===== src/rtl/cwt_pkg.sv =====
package cwt_pkg;

   localparam int CWT_DEF_CHANNELS = 16;
   localparam int CWT_DEF_BYTE_W   = 8;

   typedef enum logic {
      EMIT_IDLE = 1'b0,
      EMIT_RUN  = 1'b1
   } emit_e;

endpackage


===== src/rtl/cwt_byte_pair.sv =====
module cwt_byte_pair #(
   parameter int BYTE_W    = 8,
   parameter bit LOW_FIRST = 1'b1,
   localparam int WORD_W   = 2 * BYTE_W
) (
   input  logic              clk,
   input  logic              rst_n,
   input  logic              take,
   input  logic [BYTE_W-1:0] byte_d,
   input  logic              byte_last,
   output logic              word_v,
   output logic [WORD_W-1:0] word_d,
   output logic              half_held,
   output logic              odd_err
);

   logic [BYTE_W-1:0] first_q;
   logic              have_q;
   logic              err_q;

   always_ff @(posedge clk or negedge rst_n) begin
      if (!rst_n) begin
         first_q <= '0;
         have_q  <= 1'b0;
         err_q   <= 1'b0;
      end else begin
         err_q <= take && byte_last && !have_q;
         if (take) begin
            if (!have_q) begin
               first_q <= byte_d;
               have_q  <= !byte_last;
            end else begin
               have_q  <= 1'b0;
            end
         end
      end
   end

   assign word_v    = take && have_q;
   assign half_held = have_q;
   assign odd_err   = err_q;

   if (LOW_FIRST) begin : g_low_first
      assign word_d = {byte_d, first_q};
   end else begin : g_high_first
      assign word_d = {first_q, byte_d};
   end

   // a flagged dangling byte must not be held as half a word
   assert_odd_drop_R5: assert property (@(posedge clk) disable iff (!rst_n)
      odd_err |-> !have_q);

   // the flag lasts one cycle unless another dangling byte follows
   assert_odd_pulse_R5: assert property (@(posedge clk) disable iff (!rst_n)
      odd_err |-> $past(take && byte_last));

endmodule


===== src/rtl/cwt_slot_table.sv =====
module cwt_slot_table #(
   parameter int CH       = 16,
   localparam int SLOT_W  = $clog2(CH),
   localparam int CNT_W   = $clog2(CH + 1)
) (
   input  logic              clk,
   input  logic              rst_n,
   input  logic              cfg_open,
   input  logic              cfg_mask_we,
   input  logic [SLOT_W-1:0] cfg_slot,
   input  logic [CH-1:0]     cfg_mask,
   input  logic              cfg_count_we,
   input  logic [CNT_W-1:0]  cfg_count,
   input  logic [SLOT_W-1:0] rd_slot,
   output logic [CH-1:0]     rd_mask,
   output logic [CNT_W-1:0]  count
);

   logic [CH-1:0]    ent_w [CH];
   logic [CH*CH-1:0] tab_flat;
   logic [CNT_W-1:0] cnt_q;
   logic             cnt_ok;

   for (genvar g = 0; g < CH; g++) begin : g_entry
      localparam logic [CH-1:0] RST_VAL = CH'(1) << g;
      logic [CH-1:0] val_q;
      always_ff @(posedge clk or negedge rst_n) begin
         if (!rst_n) begin
            val_q <= RST_VAL;
         end else if (cfg_open && cfg_mask_we && (cfg_slot == SLOT_W'(g))) begin
            val_q <= cfg_mask;
         end
      end
      assign ent_w[g]                 = val_q;
      assign tab_flat[g*CH +: CH]     = val_q;
   end

   assign cnt_ok = (cfg_count != '0) && (cfg_count <= CNT_W'(CH));

   always_ff @(posedge clk or negedge rst_n) begin
      if (!rst_n) begin
         cnt_q <= CNT_W'(CH);
      end else if (cfg_open && cfg_count_we && cnt_ok) begin
         cnt_q <= cfg_count;
      end
   end

   assign rd_mask = ent_w[rd_slot];
   assign count   = cnt_q;

   // table and count frozen outside idle
   assert_cfg_closed_R7: assert property (@(posedge clk) disable iff (!rst_n)
      !cfg_open |=> $stable(tab_flat) && $stable(cnt_q));

   // count stays within 1..CH
   assert_count_range_R7: assert property (@(posedge clk) disable iff (!rst_n)
      (cnt_q != '0) && (cnt_q <= CNT_W'(CH)));

endmodule


===== src/rtl/cwt_slot_ctr.sv =====
module cwt_slot_ctr #(
   parameter int CH       = 16,
   localparam int SLOT_W  = $clog2(CH),
   localparam int CNT_W   = $clog2(CH + 1)
) (
   input  logic              clk,
   input  logic              rst_n,
   input  logic              word_v,
   input  logic [CNT_W-1:0]  count,
   output logic [SLOT_W-1:0] slot,
   output logic              wrap
);

   logic [SLOT_W-1:0] slot_q;
   logic              at_end;

   assign at_end = (CNT_W'(slot_q) + CNT_W'(1)) == count;
   assign wrap   = word_v && at_end;

   always_ff @(posedge clk or negedge rst_n) begin
      if (!rst_n) begin
         slot_q <= '0;
      end else if (word_v) begin
         slot_q <= at_end ? '0 : slot_q + SLOT_W'(1);
      end
   end

   assign slot = slot_q;

   // slot index never reaches the enabled count
   assert_slot_range_R4: assert property (@(posedge clk) disable iff (!rst_n)
      CNT_W'(slot_q) < count);

endmodule


===== src/rtl/cwt_lane_accum.sv =====
module cwt_lane_accum
   import cwt_pkg::*;
#(
   parameter int CH       = 16,
   parameter int WORD_W   = 16,
   localparam int IDX_W   = $clog2(WORD_W)
) (
   input  logic              clk,
   input  logic              rst_n,
   input  logic              word_v,
   input  logic [WORD_W-1:0] word_d,
   input  logic [CH-1:0]     mask,
   input  logic              wrap,
   input  logic              out_ready,
   output logic              out_valid,
   output logic [CH-1:0]     out_sample,
   output logic              busy
);

   localparam logic [IDX_W-1:0] LAST_IDX = IDX_W'(WORD_W - 1);

   emit_e            st_q;
   logic [IDX_W-1:0] idx_q;
   logic             done;
   logic [CH-1:0]    lane_w [WORD_W];
   logic [WORD_W*CH-1:0] acc_flat;

   assign done = (st_q == EMIT_RUN) && out_ready && (idx_q == LAST_IDX);

   // lane t is the t-th sample in time; word bit WORD_W-1-t feeds it
   for (genvar t = 0; t < WORD_W; t++) begin : g_lane
      logic [CH-1:0] acc_q;
      always_ff @(posedge clk or negedge rst_n) begin
         if (!rst_n) begin
            acc_q <= '0;
         end else if (done) begin
            acc_q <= '0;
         end else if (word_v && word_d[WORD_W-1-t]) begin
            acc_q <= acc_q | mask;
         end
      end
      assign lane_w[t]               = acc_q;
      assign acc_flat[t*CH +: CH]    = acc_q;
   end

   always_ff @(posedge clk or negedge rst_n) begin
      if (!rst_n) begin
         st_q  <= EMIT_IDLE;
         idx_q <= '0;
      end else begin
         case (st_q)
            EMIT_IDLE: begin
               if (wrap) begin
                  st_q  <= EMIT_RUN;
                  idx_q <= '0;
               end
            end
            EMIT_RUN: begin
               if (out_ready) begin
                  if (idx_q == LAST_IDX) begin
                     st_q  <= EMIT_IDLE;
                     idx_q <= '0;
                  end else begin
                     idx_q <= idx_q + IDX_W'(1);
                  end
               end
            end
            default: st_q <= EMIT_IDLE;
         endcase
      end
   end

   assign out_valid  = (st_q == EMIT_RUN);
   assign out_sample = lane_w[idx_q];
   assign busy       = (st_q == EMIT_RUN);

   // stalled sample is held
   assert_hold_R8: assert property (@(posedge clk) disable iff (!rst_n)
      out_valid && !out_ready |=> out_valid && $stable(out_sample));

   // a burst ends only after its last sample
   assert_burst_len_R4: assert property (@(posedge clk) disable iff (!rst_n)
      $fell(out_valid) |-> $past(idx_q) == LAST_IDX);

   // accumulators are empty once a burst has gone
   assert_cleared_R4: assert property (@(posedge clk) disable iff (!rst_n)
      $fell(out_valid) |-> acc_flat == '0);

   // no word arrives while a burst drains
   assert_no_word_in_burst_R8: assert property (@(posedge clk) disable iff (!rst_n)
      out_valid |-> !word_v);

endmodule


===== src/rtl/chan_word_transposer.sv =====
module chan_word_transposer #(
   parameter int CH        = cwt_pkg::CWT_DEF_CHANNELS,
   parameter int BYTE_W    = cwt_pkg::CWT_DEF_BYTE_W,
   parameter bit LOW_FIRST = 1'b1,
   localparam int WORD_W   = 2 * BYTE_W,
   localparam int SLOT_W   = $clog2(CH),
   localparam int CNT_W    = $clog2(CH + 1)
) (
   input  logic              clk,
   input  logic              rst_n,
   input  logic              cfg_mask_we,
   input  logic [SLOT_W-1:0] cfg_slot,
   input  logic [CH-1:0]     cfg_mask,
   input  logic              cfg_count_we,
   input  logic [CNT_W-1:0]  cfg_count,
   input  logic              in_valid,
   output logic              in_ready,
   input  logic [BYTE_W-1:0] in_data,
   input  logic              in_last,
   output logic              out_valid,
   input  logic              out_ready,
   output logic [CH-1:0]     out_sample,
   output logic              odd_error
);

   if (CH < 2) begin : g_bad_ch
      $error("chan_word_transposer: CH must be at least 2");
   end
   if (BYTE_W < 1) begin : g_bad_byte
      $error("chan_word_transposer: BYTE_W must be at least 1");
   end

   logic              take;
   logic              word_v;
   logic [WORD_W-1:0] word_d;
   logic              half_held;
   logic              emit_busy;
   logic              cfg_open;
   logic [SLOT_W-1:0] slot;
   logic              wrap;
   logic [CH-1:0]     cur_mask;
   logic [CNT_W-1:0]  count;

   assign in_ready = !emit_busy;
   assign take     = in_valid && in_ready;
   assign cfg_open = !emit_busy && (slot == '0) && !half_held;

   cwt_byte_pair #(
      .BYTE_W    (BYTE_W),
      .LOW_FIRST (LOW_FIRST)
   ) u_pair (
      .clk       (clk),
      .rst_n     (rst_n),
      .take      (take),
      .byte_d    (in_data),
      .byte_last (in_last),
      .word_v    (word_v),
      .word_d    (word_d),
      .half_held (half_held),
      .odd_err   (odd_error)
   );

   cwt_slot_table #(
      .CH (CH)
   ) u_table (
      .clk          (clk),
      .rst_n        (rst_n),
      .cfg_open     (cfg_open),
      .cfg_mask_we  (cfg_mask_we),
      .cfg_slot     (cfg_slot),
      .cfg_mask     (cfg_mask),
      .cfg_count_we (cfg_count_we),
      .cfg_count    (cfg_count),
      .rd_slot      (slot),
      .rd_mask      (cur_mask),
      .count        (count)
   );

   cwt_slot_ctr #(
      .CH (CH)
   ) u_slot (
      .clk    (clk),
      .rst_n  (rst_n),
      .word_v (word_v),
      .count  (count),
      .slot   (slot),
      .wrap   (wrap)
   );

   cwt_lane_accum #(
      .CH     (CH),
      .WORD_W (WORD_W)
   ) u_accum (
      .clk        (clk),
      .rst_n      (rst_n),
      .word_v     (word_v),
      .word_d     (word_d),
      .mask       (cur_mask),
      .wrap       (wrap),
      .out_ready  (out_ready),
      .out_valid  (out_valid),
      .out_sample (out_sample),
      .busy       (emit_busy)
   );

   // input held off for the whole burst
   assert_stall_R8: assert property (@(posedge clk) disable iff (!rst_n)
      out_valid |-> !in_ready);

   // a burst starts only from a completed rotation
   assert_burst_start_R4: assert property (@(posedge clk) disable iff (!rst_n)
      $rose(out_valid) |-> $past(word_v) && (slot == '0));

endmodule


===== config.mk =====
export PLATFORM = sky130hd
export DESIGN_NAME = chan_word_transposer
export DESIGN_NICKNAME = d
export VERILOG_FILES = /design/src/rtl/cwt_pkg.sv /design/src/rtl/cwt_byte_pair.sv /design/src/rtl/cwt_slot_table.sv /design/src/rtl/cwt_slot_ctr.sv /design/src/rtl/cwt_lane_accum.sv /design/src/rtl/chan_word_transposer.sv
export SDC_FILE = /design/constraint.sdc
export NUM_CORES = 1
export LEC_CHECK = 0
export ABC_AREA = 0
export BUFFER_PORTS_ARGS = -buffer_cell sky130_fd_sc_hd__buf_2
export CAP_MARGIN = 10
export CELL_PAD_IN_SITES_DETAIL_PLACEMENT = 0
export CELL_PAD_IN_SITES_GLOBAL_PLACEMENT = 1
export CORE_MARGIN = 3
export CORE_UTILIZATION = 43
export DETAILED_ROUTE_END_ITERATION = 16
export PLACE_DENSITY_LB_ADDON = 0.1
export SYNTH_ARGS = -nofsm -noshare
export SYNTH_HDL_FRONTEND = slang
export SYNTH_HIERARCHICAL = 1
export SYNTH_SLANG_ARGS = --single-unit

===== constraint.sdc =====
create_clock -name clk -period 2.85 [get_ports clk]
set_input_delay 0.1425 -clock clk [delete_from_list [all_inputs] [get_ports clk]]
set_output_delay 0.1425 -clock clk [all_outputs]
set_load 0.01 [all_outputs]

==> results.json, run 1 <==
{
  "yosysSeqAreaShare_pct": 55.5,
  "final_antenna_net_count": 0,
  "cts_root_buffer": "clkbuf_16",
  "wl_met1_mm": 28.0,
  "portBuffers": 58,
  "synth_top_cell_area_share_pct": 53.6,
  "pre_cts_ws_ns": 0.144,
  "worstPathArrival_ns": 3.21,
  "grt_antenna_before_repair": 0,
  "dpl.hpwl_mm": 38.2,
  "wl_per_cell_um": 23.3,
  "postPlaceCellArea_um2": 25500,
  "dieArea_um2": 59200,
  "numCtsBuffers": 59,
  "required_ns": 3.35,
  "leakagePower_nw": 13.5,
  "wl_met2_mm": 32.2,
  "max_slew.worst_pin.slew_ns": 1.10,
  "grt_setup_unrepaired": "no",
  "grt.overflow.total": 0,
  "finalHoldViolCount": 0,
  "path_cells": "or4_1 > nor3_2 > buf_4 > nand2_1 > or4_1 > buf_4 > mux2_4",
  "syn_nets": 1953,
  "clockBufferDepth": 3,
  "synth_seq_cells": 536,
  "drv_slew": 0,
  "power_density_nw_per_um2": 744,
  "synthTopCellsByArea": "dfrtp_1 (54%), mux2_2 (11%), mux4_2 (8.9%)",
  "vias": 15400,
  "drive_gt1_share_pct": 31.6,
  "clock_skew_ns": 0.0138,
  "die_h_um": 243,
  "tns_ns": 0,
  "synth_edf_count": 0,
  "hold_path.class": "in -> reg",
  "drc": 0,
  "crit_type": "reg -> reg",
  "gp_congestion": 0.780,
  "wl_met3_mm": 2.08,
  "layout_common_cells": "dfrtp_1 (515), nor2_1 (261), a21oi_1 (257)",
  "grt_max_degree": 103,
  "io_pins": 59,
  "initial_core_util_pct": 43.7,
  "fp-row-count": 86,
  "cts.clk_slew.worst_paths_ns": 0.06,
  "antenna_cells": 0,
  "cts_resized": 0,
  "cts.sinks": 536,
  "h-tree-depth": 2,
  "synthDistinctLibCells": 49,
  "status": "complete, no violations",
  "die_width_um": 243,
  "drv_cap": 0,
  "slowest_stage": "or4_1",
  "drt_first_pass_iters": 4,
  "period_needed_ns": 2.71,
  "synth_top_cell_by_area": "dfrtp_1",
  "ys_warn_count": 6,
  "mostFrequentLayoutCell": "dfrtp_1",
  "async_flop_share_pct": 100,
  "nets": 2004,
  "worstPathMaxFanout": 11,
  "syn-mean-instance-area_um2": 12.7,
  "track_usage_pct": 22.0,
  "slew_headroom_pct": 26.2,
  "slowest_delay_ns": 0.54,
  "cts_tree": "built",
  "fin_area_um2": 27800,
  "fill_cells": 4881,
  "via_per_inst": 5.57,
  "synth_area_um2": 24200,
  "setup_ws_ns": 0.136,
  "setup_viol": 0,
  "end_kind": "register",
  "grt_pass1_vias": 16200,
  "clk_latency_ns": 0.61,
  "core_region_area_um2": 55400,
  "drt-initial-drc-count": 1090,
  "wirelength_mm": 64.1,
  "routed.top_layer": "met4",
  "fmax_mhz": 368,
  "irDropWorstVdd_v": 0.000611,
  "yosys_most_used_dff": "dfrtp_1",
  "post-route-period-util_pct": 95.2,
  "post_cts_buffers": 0,
  "start_kind": "register",
  "grt_pass1_wl_mm": 100,
  "synth_cells": 1911,
  "area.growth.synth_to_final_pct": 14.7
}
[per-layer routing]
layer	global-route usage, %	vias to the layer above
li1	-	6934
met1	29.1	8049
met2	38.1	274
met3	2.83	109
met4	6.78	0
met5	0	-
[path summary, 6_finish.rpt]
kind / start / endpoint / slack [ns] / cells past startpoint
hold / removal: cfg_mask[9] / u_table/g_entry[2].val_q[9] / 0.03 / 2
min in group asynchronous: rst_n / u_pair/first_q[1] / 0.08 / 2
max in group asynchronous: rst_n / u_accum/g_lane[5].acc_q[13] / 1.75 / 3
hold reg to reg: u_table/g_entry[2].val_q[5] / u_table/g_entry[2].val_q[5] / 0.49 / 1
setup / recovery: u_slot/slot[0] / u_table/g_entry[8].val_q[5] / 0.14 / 7
setup reg to reg: u_slot/slot[0] / u_table/g_entry[8].val_q[5] / 0.14 / 7
[cell families (layout without fill, tap and decap cells)]
logic type               Yosys count  count (layout)  share of synthesized area [%]
AO/OA/AOI/OAI                    367             367                           8.75
XOR/XNOR                           7               7                          0.253
adder cells (fa/ha/maj)            2               2                          0.103
buffers and inverters            195             293                           4.22
flip-flops                       536             536                           55.5
multiplexers                     432             432                           24.5
AND/OR/NAND/NOR                  372             372                           6.69
[Yosys cell counts (10+ instances only)]
cell      count
o21ai_0      22
clkbuf_2     10
mux4_2       96
clkbuf_1     76
buf_6        17
nor2_1      265
nand2_1      41
and2_1       17
mux2i_1      66
mux2_1       19
a21oi_1     257
nand2b_1     10
dfrtp_1     519
a221oi_1     28
dfstp_2      17
buf_2        59
a22oi_1      49
buf_4        20
mux2_4       18
mux2_2      233
[registers in the layout (all words and copies together) (netlist names)]
signal and cells:
u_pair/odd_err 1, u_accum/idx_q 4, u_table/count 5, u_accum/g_lane.acc_q 256, u_pair/half_held 1, u_accum/busy 1
u_slot/slot 4, u_pair/first_q 8, u_table/g_entry.val_q 256
[area by class of cell]
cell class / instances / area (µm²) / share of cell area (%)
Sequential cell: 536 / 13400 / 48.4
Multi-Input combinational cell: 1180 / 9780 / 35.2
Inverter: 5 / 18.8 / 0.0676
Tap cell: 748 / 936 / 3.37
Clock buffer: 94 / 1800 / 6.49
Clock inverter: 14 / 201 / 0.726
Timing Repair Buffer: 180 / 1580 / 5.69
[worst max-delay path: cells and delay by family (launching register included)]
family | cells | cell delay, ns
buf+inv | 2 | 0.43
simple gates | 4 | 1.34
mux | 1 | 0.31
flops | 1 | 0.49
[what timing repair did]
item,4_1_cts,5_1_grt
hold buffers,30,0
endpoints found under the setup margin,0,0
hold endpoints to repair,376,0
[power breakdown]
group,internal [W],total (W),switching (W)
Combinational,0.00178,0.00476,0.00299
Sequential,0.00788,0.00808,0.000200
Clock,0.00474,0.00782,0.00308
Total,0.0144,0.0207,0.00626
[per-stage QoR]
step                      utilization, %  hold WS [ns]  std cells  total power (W)
after floorplan                        -        -0.153       1911           0.0113
final                               50.1        0.0330       2757           0.0207
after detailed placement            45.9         0.139       2619           0.0130
after CTS                           50.1       0.00523       2757           0.0210
after global routing                50.1        0.0351       2757           0.0216
after global placement              45.9         0.138       2619           0.0130
(Power assumes the default switching activity.)
==> run 2: changes to the inputs <==
- CORE_UTILIZATION: 43 -> 35
==> results.json, run 2 (synthesis results as in run 1) <==
{
  "status": "complete, no violations",
  "period_needed_ns": 2.79,
  "cts_tree": "built",
  "fmax_mhz": 358,
  "layout_common_cells": "dfrtp_1 (514), nor2_1 (261), a21oi_1 (257)",
  "area.growth.synth_to_final_pct": 17.0,
  "crit_type": "reg -> reg",
  "cp_top_family": "simple AND/OR/NAND/NOR gates",
  "post-route-period-util_pct": 98.0,
  "core_region_area_um2": 67900,
  "finalHoldViolCount": 0,
  "wirelength_mm": 70.7,
  "setup_ws_ns": 0.0575,
  "nets": 2011,
  "numCtsBuffers": 66,
  "dieArea_um2": 72400,
  "vias": 15600,
  "pre_cts_ws_ns": -0.113,
  "worst-path-buf-inv": 3,
  "wl_per_cell_um": 24.0,
  "drive_gt1_share_pct": 32.7,
  "drv_slew": 0,
  "h-tree-depth": 3,
  "end_kind": "register",
  "fill_cells": 6321,
  "drv_cap": 0,
  "grt.overflow.total": 0,
  "max_slew.worst_pin.slew_ns": 1.13,
  "track_usage_pct": 19.9,
  "dpl.hpwl_mm": 40.4,
  "die_h_um": 269,
  "grt_antenna_before_repair": 0,
  "slew_headroom_pct": 24.4,
  "place_inst": 2790,
  "final_core_util_pct": 41.7,
  "worstPathArrival_ns": 3.27,
  "portBuffers": 58,
  "clock_skew_ns": 0.0201,
  "gp_congestion": 0.725,
  "worstPathMaxFanout": 16,
  "fp-row-count": 95,
  "cpMostUsedCell": "or4_4",
  "start_kind": "register",
  "drt-initial-drc-count": 1106,
  "required_ns": 3.32,
  "final_antenna_net_count": 0,
  "mostFrequentLayoutCell": "dfrtp_1",
  "grt_pass1_wl_mm": 107,
  "drc": 0,
  "setup_viol": 0,
  "leakagePower_nw": 13.7,
  "grt_max_degree": 77,
  "initial_core_util_pct": 35.7,
  "cts.sinks": 536,
  "cts.clk_slew.worst_paths_ns": 0.06,
  "slowest_delay_ns": 0.56,
  "irDropWorstVdd_v": 0.000593,
  "slowest_stage": "or4_4",
  "via_per_inst": 5.32,
  "hold_path.class": "in -> reg",
  "clk_latency_ns": 0.59,
  "cts_root_buffer": "clkbuf_16",
  "grt_pass1_vias": 16400,
  "drt_first_pass_iters": 5,
  "die_width_um": 269,
  "clockBufferDepth": 3,
  "power_density_nw_per_um2": 765,
  "layout_top_registers": "u_accum/g_lane.acc_q x256, u_table/g_entry.val_q x256, u_pair/first_q x8",
  "path_cells": "or4_4 > nor3_4 > buf_6 > buf_4 > nand2_1 > or4_4 > buf_12 > mux2_4",
  "stdcell_count": 2940,
  "io_pins": 59
}
==> run 2: changes by cell type in the layout (fill, tap and decap cells not counted), moves of 3 or more <==
cell and change:
buf_12 +5, buf_4 -3, clkbuf_1 -3, clkbuf_16 +10
clkinv_2 +5, dlygate4sd3_1 -7
==> run 2: stage by stage <==
step	power (W)	setup TNS [ns]	area, µm²	hold slack, ns
after floorplan	0.0113	0	24200	-0.153
after global placement	0.0132	-1.61	25700	0.163
after detailed placement	0.0132	-2.25	25700	0.170
after CTS	0.0220	0	28200	0.000267
after global routing	0.0227	-0.0392	28300	0.0250
final	0.0217	0	28300	0.0300
==> run 2: power breakdown <==
group,internal (W),switching [W]
clock network,0.00523,0.00329
registers,0.00788,0.000245
logic,0.00187,0.00315
==> run 2: per-layer routing <==
metal  GRT usage [%]  vias to the layer above  share of wire [%]
met5               0                        -                  0
met3            2.77                      120                3.6
li1                -                     6947                  -
met1            25.6                     8218                 43
met2            34.9                      345                 51
met4            6.42                        0                2.8
==> run 2: final timing paths <==
check | start | to | slack (ns) | cells after the start
setup reg to reg | u_slot/slot[0] | u_table/g_entry[8].val_q[14] | 0.06 | 8
hold / removal | cfg_mask[0] | u_table/g_entry[1].val_q[0] | 0.03 | 2
max in group asynchronous | rst_n | u_accum/g_lane[4].acc_q[6] | 1.77 | 3
min in group asynchronous | rst_n | u_accum/g_lane[0].acc_q[15] | 0.15 | 2
setup / recovery | u_slot/slot[0] | u_table/g_entry[8].val_q[14] | 0.06 | 8
hold reg to reg | u_accum/g_lane[0].acc_q[11] | u_accum/g_lane[0].acc_q[11] | 0.49 | 2
==> run 2: layout make-up <==
type                    instances  area (µm²)  area share (%)
clock buffers                  99        2010            7.10
repair buffers                179        1670            5.89
diodes                          1        2.50         0.00884
clock inverters                18         196           0.694
multi-input cells            1181        9820            34.7
flip-flops and latches        536       13400            47.5
inverters                       5        18.8          0.0663
well taps                     921        1150            4.07
==> run 2: repair_timing <==
item	in CTS	in global routing
gates resized for setup	5	7
hold endpoints to repair	105	0
buffers inserted	1	7
pin swaps	1	0
gates cloned	1	0
hold buffers	23	0
endpoints found under the setup margin	121	121
